File: src/rtl/rtg_pkg.sv
package rtg_pkg;
  typedef enum logic {
    RTG_EXACT = 1'b0,
    RTG_POW2  = 1'b1
  } rtg_mode_e;

  localparam int unsigned RTG_MAX_W = 48;
endpackage

File: src/rtl/rtg_ratio_latch.sv
module rtg_ratio_latch #(
  parameter int unsigned W = 16
) (
  input  logic         clk_i,
  input  logic         rst_i,
  input  logic [W-1:0] num_i,
  input  logic [W-1:0] den_i,
  output logic [W-1:0] num_o,
  output logic [W-1:0] den_o
);
  logic [W-1:0] num_q, den_q;

  // Ratio is taken only while reset is held.
  always_ff @(posedge clk_i) begin
    if (rst_i) begin
      num_q <= num_i;
      den_q <= den_i;
    end
  end

  assign num_o = num_q;
  assign den_o = den_q;

  AST_RATIO_FROZEN: assert property (@(posedge clk_i) disable iff (rst_i)
    !rst_i |=> ($stable(num_q) && $stable(den_q)));
endmodule

File: src/rtl/rtg_accum.sv
module rtg_accum
  import rtg_pkg::*;
#(
  parameter int unsigned W    = 16,
  parameter rtg_mode_e   MODE = RTG_EXACT
) (
  input  logic         clk_i,
  input  logic         rst_i,
  input  logic         en_i,
  input  logic [W-1:0] num_i,
  input  logic [W-1:0] den_i,
  output logic         hit_o
);
  generate
    if (MODE == RTG_EXACT) begin : g_exact
      localparam int unsigned AW = W + 1;
      logic [AW-1:0] acc_q, sum, nxt;

      always_comb begin
        sum   = acc_q + {1'b0, num_i};
        hit_o = (sum >= {1'b0, den_i});
        nxt   = hit_o ? (sum - {1'b0, den_i}) : sum;
      end

      always_ff @(posedge clk_i) begin
        if (rst_i)     acc_q <= '0;
        else if (en_i) acc_q <= nxt;
      end

      AST_ACC_BELOW_DEN: assert property (@(posedge clk_i) disable iff (rst_i)
        acc_q < {1'b0, den_i});
      AST_IDLE_HOLD: assert property (@(posedge clk_i) disable iff (rst_i)
        !en_i |=> $stable(acc_q));
      AST_RESET_CLEARS: assert property (@(posedge clk_i)
        rst_i |=> (acc_q == '0));
    end else begin : g_pow2
      logic [W-1:0] acc_q, sum;
      logic         unused_den;

      assign unused_den      = ^den_i;
      assign {hit_o, sum}    = {1'b0, acc_q} + {1'b0, num_i};

      always_ff @(posedge clk_i) begin
        if (rst_i)     acc_q <= '0;
        else if (en_i) acc_q <= sum;
      end

      AST_P2_IDLE_HOLD: assert property (@(posedge clk_i) disable iff (rst_i)
        !en_i |=> $stable(acc_q));
      AST_P2_RESET_CLEARS: assert property (@(posedge clk_i)
        rst_i |=> (acc_q == '0));
    end
  endgenerate
endmodule

File: src/rtl/rtg_shot_gate.sv
module rtg_shot_gate #(
  parameter bit ONE_SHOT = 1'b0
) (
  input  logic clk_i,
  input  logic rst_i,
  input  logic en_i,
  input  logic hit_i,
  output logic tick_o
);
  logic tick_q;
  logic done;

  generate
    if (ONE_SHOT) begin : g_once
      logic done_q;
      always_ff @(posedge clk_i) begin
        if (rst_i)                        done_q <= 1'b0;
        else if (en_i && hit_i)           done_q <= 1'b1;
      end
      assign done = done_q;

      AST_SHOT_ONCE: assert property (@(posedge clk_i) disable iff (rst_i)
        done_q |=> !tick_q);
    end else begin : g_free
      assign done = 1'b0;
    end
  endgenerate

  always_ff @(posedge clk_i) begin
    if (rst_i) tick_q <= 1'b0;
    else       tick_q <= en_i && hit_i && !done;
  end

  assign tick_o = tick_q;

  AST_TICK_SINGLE: assert property (@(posedge clk_i) disable iff (rst_i)
    tick_q |=> !tick_q);
  AST_IDLE_NO_TICK: assert property (@(posedge clk_i) disable iff (rst_i)
    !en_i |=> !tick_q);
endmodule

File: src/rtl/rtg_tick_gen.sv
module rtg_tick_gen
  import rtg_pkg::*;
#(
  parameter int unsigned W        = 16,
  parameter rtg_mode_e   MODE     = RTG_EXACT,
  parameter bit          ONE_SHOT = 1'b0
) (
  input  logic         clk_i,
  input  logic         rst_i,
  input  logic         en_i,
  input  logic [W-1:0] num_i,
  input  logic [W-1:0] den_i,
  output logic         tick_o
);
  logic [W-1:0] num_l, den_l;
  logic         hit;

  rtg_ratio_latch #(.W(W)) ratio_i (
    .clk_i (clk_i),
    .rst_i (rst_i),
    .num_i (num_i),
    .den_i (den_i),
    .num_o (num_l),
    .den_o (den_l)
  );

  rtg_accum #(.W(W), .MODE(MODE)) accum_i (
    .clk_i (clk_i),
    .rst_i (rst_i),
    .en_i  (en_i),
    .num_i (num_l),
    .den_i (den_l),
    .hit_o (hit)
  );

  rtg_shot_gate #(.ONE_SHOT(ONE_SHOT)) gate_i (
    .clk_i  (clk_i),
    .rst_i  (rst_i),
    .en_i   (en_i),
    .hit_i  (hit),
    .tick_o (tick_o)
  );

  initial begin
    if (W < 2 || W > RTG_MAX_W) $error("rtg_tick_gen: W out of range");
  end
endmodule

File: config.mk
export PLATFORM = sky130hd
export DESIGN_NAME = rtg_tick_gen
export DESIGN_NICKNAME = d
export VERILOG_FILES = /design/src/rtl/rtg_pkg.sv /design/src/rtl/rtg_ratio_latch.sv /design/src/rtl/rtg_accum.sv /design/src/rtl/rtg_shot_gate.sv /design/src/rtl/rtg_tick_gen.sv
export SDC_FILE = /design/constraint.sdc
export NUM_CORES = 1
export LEC_CHECK = 0
export ABC_CLOCK_PERIOD_IN_PS = 6800
export BUFFER_PORTS_ARGS = -buffer_cell sky130_fd_sc_hd__buf_2
export CORE_UTILIZATION = 50
export DETAILED_ROUTE_END_ITERATION = 6
export GPL_ROUTABILITY_DRIVEN = 0
export HOLD_SLACK_MARGIN = 0.02
export PLACE_DENSITY = 0.69
export SYNTH_ARGS = -nofsm -noshare
export SYNTH_HDL_FRONTEND = slang
export SYNTH_SLANG_ARGS = --single-unit
File: constraint.sdc
create_clock -name clk_i -period 6.8 [get_ports clk_i]
set_input_delay 1.7 -clock clk_i [delete_from_list [all_inputs] [get_ports clk_i]]
set_output_delay 1.7 -clock clk_i [all_outputs]
set_load 0.1 [all_outputs]
==> results of run 1 <==
## sequential cells by signal, summed over array words and instances (netlist names)
register and cells:
ratio_i.den_o 16, ratio_i.num_o 16, gate_i.tick_o 1, accum_i.g_exact.acc_q 17
## per-layer routing
layer | vias to the layer above | share of wire (%) | wire, µm | track usage, %
met3 | 12 | 3.8 | 271 | 3.56
li1 | 1402 | - | - | -
met5 | - | 0 | 0 | 0
met1 | 1287 | 45 | 3210 | 25.8
met2 | 55 | 49 | 3520 | 36.7
met4 | 0 | 2.0 | 146 | 8.64
## kinds of logic (layout without fill, tap and decap cells)
group / after synthesis / count (layout) / share of synthesized area [%]
muxes: 15 / 15 / 4.37
adders and majority gates: 34 / 34 / 12.6
AOI/OAI and AO/OA: 105 / 105 / 20.7
buffers and inverters: 34 / 68 / 4.30
xor gates and xnor gates: 23 / 23 / 5.76
DFF: 50 / 50 / 37.8
and+or+nand+nor: 94 / 94 / 14.4
## critical path, cell delays in order, from the launching register on
cell and delay [ns]:
edfxtp_1 0.39, ha_1 0.22, fa_1 0.42, a21oi_2 0.17, nor2_1 0.09, or3_1 0.38
a21boi_0 0.22, xnor2_1 0.17, ha_1 0.34, a211o_1 0.33, a311oi_1 0.42, o211a_1 0.22
a22oi_1 0.10, a21oi_2 0.28, buf_4 0.33, nor2_1 0.08, a311o_1 0.32
## Yosys cell counts (4+ instances only)
master | number | share of area, %
edfxtp_1 | 32 | 27
ha_1 | 32 | 11
a21oi_1 | 30 | 4.3
nor2_1 | 30 | 3.2
inv_1 | 23 | 2.5
dfxtp_1 | 18 | 10
nand2_1 | 16 | 1.7
a211oi_1 | 14 | 3.0
mux2i_1 | 13 | 3.7
xnor2_1 | 13 | 3.3
o21ai_0 | 11 | 1.6
xor2_1 | 10 | 2.5
clkbuf_1 | 8 | 0.86
nand3_1 | 7 | 1.0
a21o_1 | 6 | 1.3
or3_1 | 6 | 1.1
and3_1 | 5 | 0.90
and2_1 | 4 | 0.72
o211ai_1 | 4 | 0.86
o21a_1 | 4 | 0.86
o21bai_1 | 4 | 0.86
## stage by stage
stage	cells	util, %	hold WS, ns
final	469	56.7	0.493
after global routing	469	56.7	0.518
after CTS	469	56.7	0.497
after detailed placement	461	55.1	0.483
after global placement	461	55.1	0.479
after floorplan	355	-	0.465
## how the worst max path moves through the flow
stage | startpoint | end | slack (ns) | cells after the start
after floorplan | ratio_i.num_o[0] | accum_i.g_exact.acc_q[2] | 2.88 | 16
after global placement | ratio_i.num_o[0] | accum_i.g_exact.acc_q[2] | 2.38 | 16
after detailed placement | ratio_i.num_o[0] | accum_i.g_exact.acc_q[2] | 2.26 | 16
after CTS | ratio_i.num_o[0] | accum_i.g_exact.acc_q[2] | 2.22 | 16
after global routing | ratio_i.num_o[0] | accum_i.g_exact.acc_q[9] | 1.92 | 16
final | ratio_i.num_o[0] | accum_i.g_exact.acc_q[2] | 2.21 | 16
## layout make-up
type	instances	share of cell area [%]
Tap cell	80	2.61
Multi-Input combinational cell	271	52.8
Clock buffer	6	1.89
Sequential cell	50	34.5
Inverter	23	2.25
Timing Repair Buffer	37	4.96
Clock inverter	2	0.980
==> flow_metrics.py, run 1 <==
metrics = {
    "run_status": {
        "outcome": "completed",
    },
    "final_layout": {
        "multi_input_area_um2": 2020,
        "final_common_cell": "buf_2",
        "final_cell_area_um2": 3830,
        "diodes": 0,
        "seq_area_um2": 1320,
        "syn_to_final_growth_pct": 9.63,
        "layout_common_cells": "buf_2 (35), ha_1 (32), edfxtp_1 (32)",
        "nets": 457,
        "layout-drive-gt1-share_pct": 13.9,
        "fillers": 604,
    },
    "worst_setup_path": {
        "timing.rr.end": "accum_i.g_exact.acc_q[2]",
        "reg2reg_depth": 16,
        "crit_path_end_kind": "flip-flop",
        "regToRegStartpoint": "ratio_i.num_o[0]",
        "startpoint_type": "flip-flop",
        "required_ns": 7.00,
        "critPathKind": "flip-flop to flip-flop",
        "rrSetupSlack_ns": 2.21,
        "cp_max_fo": 16,
        "arrival_ns": 4.79,
    },
    "hold_path": {
        "hp-start": "accum_i.g_exact.acc_q[4]",
        "min_to": "accum_i.g_exact.acc_q[4]",
        "min_path_type": "flip-flop to flip-flop",
        "whs_path_depth": 2,
    },
    "timing": {
        "rsz0062_at_grt": "no",
        "fin_worst_skew_ns": 0.00723,
        "setup_ws_ns": 2.21,
        "hold_violations": 0,
        "setup_viol": 0,
        "period_share_pct": 67.5,
        "worst_pin_slew_ns": 0.630,
        "slew_viol_final": 0,
        "relSlewSlack_pct": 58.0,
        "tns_ns": 0,
        "fmax_mhz": 218,
        "fin_crit_ns": 4.59,
    },
    "floorplan": {
        "io_pins": 36,
        "die_area_um2": 7330,
        "row_count": 30,
        "die_height_um": 85.6,
        "dieWidth_um": 85.6,
        "core_area_um2": 6760,
        "start_util_pct": 51.7,
    },
    "global_routing": {
        "antenna_found_initial": 0,
        "grt_pass1_wl_um": 12200,
        "grt_max_degree": 53,
        "grt_pass1_vias": 2638,
        "overflow": 0,
        "grt_usage_pct": 21.0,
    },
    "clock_tree": {
        "hold_buffers": 0,
        "clock_tree.root_cell": "clkbuf_8",
        "cts_buffers": 5,
        "cts.clk_slew.worst_paths_ns": 0.10,
        "insertion_delay_ns": 0.31,
        "postCtsSetupRepairBufs": 0,
        "h-tree-depth": 2,
        "cts_buffer_depth": 2,
        "cts_tree": "yes",
        "cts_resized": 0,
        "clkSinkCount": 50,
    },
    "detailed_routing": {
        "drc": 0,
        "wl_um": 7140,
        "drtAntennaViolNets": 0,
        "dr.pass1.iters": 4,
        "vias": 2756,
        "dr.first_iter.drc_count": 87,
        "routedWlPerCell_um": 15.2,
        "vias_per_cell": 5.88,
    },
    "yosys": {
        "ys_warn_count": 0,
        "ys_types": 69,
        "synth_area_um2": 3490,
        "synth_nets": 424,
        "synthFlopType": "edfxtp_1",
        "synth_area_per_cell_um2": 9.84,
        "ys_seq_area_share_pct": 37.8,
        "synth_edf_count": 32,
        "async_reset_ff_share_pct": 0,
        "synth_seq_cells": 50,
        "synthCells": 355,
    },
    "placement": {
        "dpl_cell_area_um2": 3720,
        "port_buffers": 35,
        "pre_cts_slack_ns": 2.26,
        "hpwl_um": 5250,
    },
    "run": {
        "maxCapViolCount": 0,
    },
}
Power of run 1 is not shown: default switching activity piles up to over one toggle a cycle in this logic, so the estimate is an artifact.
==> run 2: changes to the inputs <==
- ABC_CLOCK_PERIOD_IN_PS: 6800 -> 3900
- PLACE_DENSITY: 0.69 -> 0.72
- clock period: 6.8 -> 3.9 ns (I/O delays scaled with it)
==> run 2 against run 1 <==
Against the previous run:
- the flow now finishes with violations (negative setup slack)
- non-clock buffer count grew 36
- utilization rose by 7.0 points
- critical path depth increased by 1
- cell count rose by 7.7%
- sequential share of layout area decreased by 3.8 points
- die area unchanged
- clock-buffer cell count increased by 1
- critical endpoint is now accum_i.g_exact.acc_q[0]
- largest cell class unchanged
==> flow_metrics.py, run 2 (synthesis results as in run 1) <==
metrics = {
    "detailed_routing": {
        "dr_wl_met3_um": 174,
        "dr.first_iter.drc_count": 97,
        "wl_met2_um": 4000,
        "drc": 0,
        "vias_per_cell": 5.80,
        "dr.pass1.iters": 4,
        "wl_um": 7670,
        "top_layer": "met4",
        "drt-met1-wl_um": 3330,
        "vias": 2927,
        "routedWlPerCell_um": 15.2,
        "drtAntennaViolNets": 0,
    },
    "floorplan": {
        "start_util_pct": 51.7,
        "core_area_um2": 6760,
        "die_area_um2": 7330,
        "dieWidth_um": 85.6,
        "row_count": 30,
        "io_pins": 36,
        "die_height_um": 85.6,
    },
    "timing": {
        "fmax_mhz": 256,
        "tns_ns": -0.00322,
        "setup_ws_ns": -0.00322,
        "fin_crit_ns": 3.90,
        "slew_viol_final": 0,
        "period_share_pct": 100,
        "hold_violations": 0,
        "relSlewSlack_pct": 57.6,
        "rsz0062_at_grt": "yes",
        "setup_viol": 1,
        "fin_worst_skew_ns": 0.00596,
        "worst_pin_slew_ns": 0.636,
    },
    "worst_setup_path": {
        "required_ns": 4.12,
        "critPathTopFamily": "simple AND/OR/NAND/NOR gates",
        "slowest_delay_ns": 0.47,
        "crit_path_end_kind": "flip-flop",
        "crit_slowest_cell": "or4b_1",
        "timing.critical_path.buf_inv": 3,
        "arrival_ns": 4.12,
        "critPathKind": "flip-flop to flip-flop",
        "cp_max_fo": 6,
        "worst_path_most_repeated_cell": "a21oi_2",
        "startpoint_type": "flip-flop",
        "cp_cell_sequence": "ha_2 > fa_2 > a21oi_2 > nor2_2 > or3_4 > buf_6 > xor2_4 > ha_4 > and4_1 > a21boi_2 > o21bai_1 > a22oi_2 > a21oi_2 > buf_4 > clkbuf_16 > or4b_1 > o311ai_1",
    },
    "global_routing": {
        "grt_max_degree": 37,
        "grt_pass1_vias": 2867,
        "grt_usage_pct": 22.0,
        "overflow": 0,
        "grt_pass1_wl_um": 12700,
        "antenna_found_initial": 0,
    },
    "final_layout": {
        "layout-drive-gt1-share_pct": 28.0,
        "layout_common_cells": "buf_2 (35), buf_4 (34), edfxtp_1 (32)",
        "diodes": 0,
        "nets": 493,
        "syn_to_final_growth_pct": 23.2,
        "fillers": 546,
        "largest_reg_flops": 17,
        "fin_util_pct": 63.7,
        "final_common_cell": "buf_2",
        "regMostFlops": "accum_i.g_exact.acc_q",
    },
    "clock_tree": {
        "insertion_delay_ns": 0.31,
        "cts_buffer_depth": 2,
        "h-tree-depth": 2,
        "cts_buffers": 5,
        "clkSinkCount": 50,
        "clock_tree.root_cell": "clkbuf_8",
        "cts.clk_slew.worst_paths_ns": 0.09,
        "cts_tree": "yes",
        "hold_buffers": 0,
    },
    "run_status": {
        "outcome": "complete, but fails checks",
        "violations": "negative setup slack",
    },
    "placement": {
        "port_buffers": 35,
        "hpwl_um": 5760,
    },
    "run": {
        "maxCapViolCount": 0,
    },
    "hold_path": {
        "min_path_type": "flip-flop to flip-flop",
    },
}
run 2: layout make-up:
cell class                 count  area [µm²]  area share [%]
clock buffer                   7        96.3            2.24
clock inverter                 1        8.76           0.203
inverter                      23        86.3            2.01
multi-input combinational    271        2190            51.0
sequential                    50        1320            30.7
tap                           80         100            2.32
timing repair buffer          73         498            11.6
run 2: path summary, 6_finish.rpt:
path | depth (start not counted) | slack, ns | endpoint | startpoint
setup / recovery | 17 | -0.003 | accum_i.g_exact.acc_q[0] | ratio_i.num_o[0]
setup reg to reg | 17 | -0.003 | accum_i.g_exact.acc_q[0] | ratio_i.num_o[0]
hold reg to reg | 2 | 0.50 | accum_i.g_exact.acc_q[11] | accum_i.g_exact.acc_q[11]
hold / removal | 2 | 0.50 | accum_i.g_exact.acc_q[11] | accum_i.g_exact.acc_q[11]
run 2: tightest hold or removal path, cell delays in order (launching register included):
cell      delay [ns]
dfxtp_1         0.32
nor2_1          0.08
a211oi_1        0.05
run 2: stage by stage:
step / setup slack [ns] / hold WS (ns) / cells / instance area [µm²]
floorplan: 0.0401 / 0.465 / 355 / 3500
global placement: -0.0506 / 0.491 / 489 / 3950
detailed placement: -0.225 / 0.485 / 489 / 3950
CTS: -0.0196 / 0.499 / 502 / 4180
global route: -0.142 / 0.513 / 505 / 4310
finish: -0.00322 / 0.497 / 505 / 4310
run 2: what timing repair did:
item	in CTS	in global routing
pin swaps	11	21
setup buffers	4	3
cloned	1	0
setup endpoints to repair	17	18
resized for setup	15	19
run 2: per-layer routing:
layer	vias to the layer above	track usage, %
li1	1477	-
met5	-	0
met3	17	3.56
met2	48	39.8
met1	1385	26.5
met4	0	7.58
Power of run 2 is left out for the same reason.
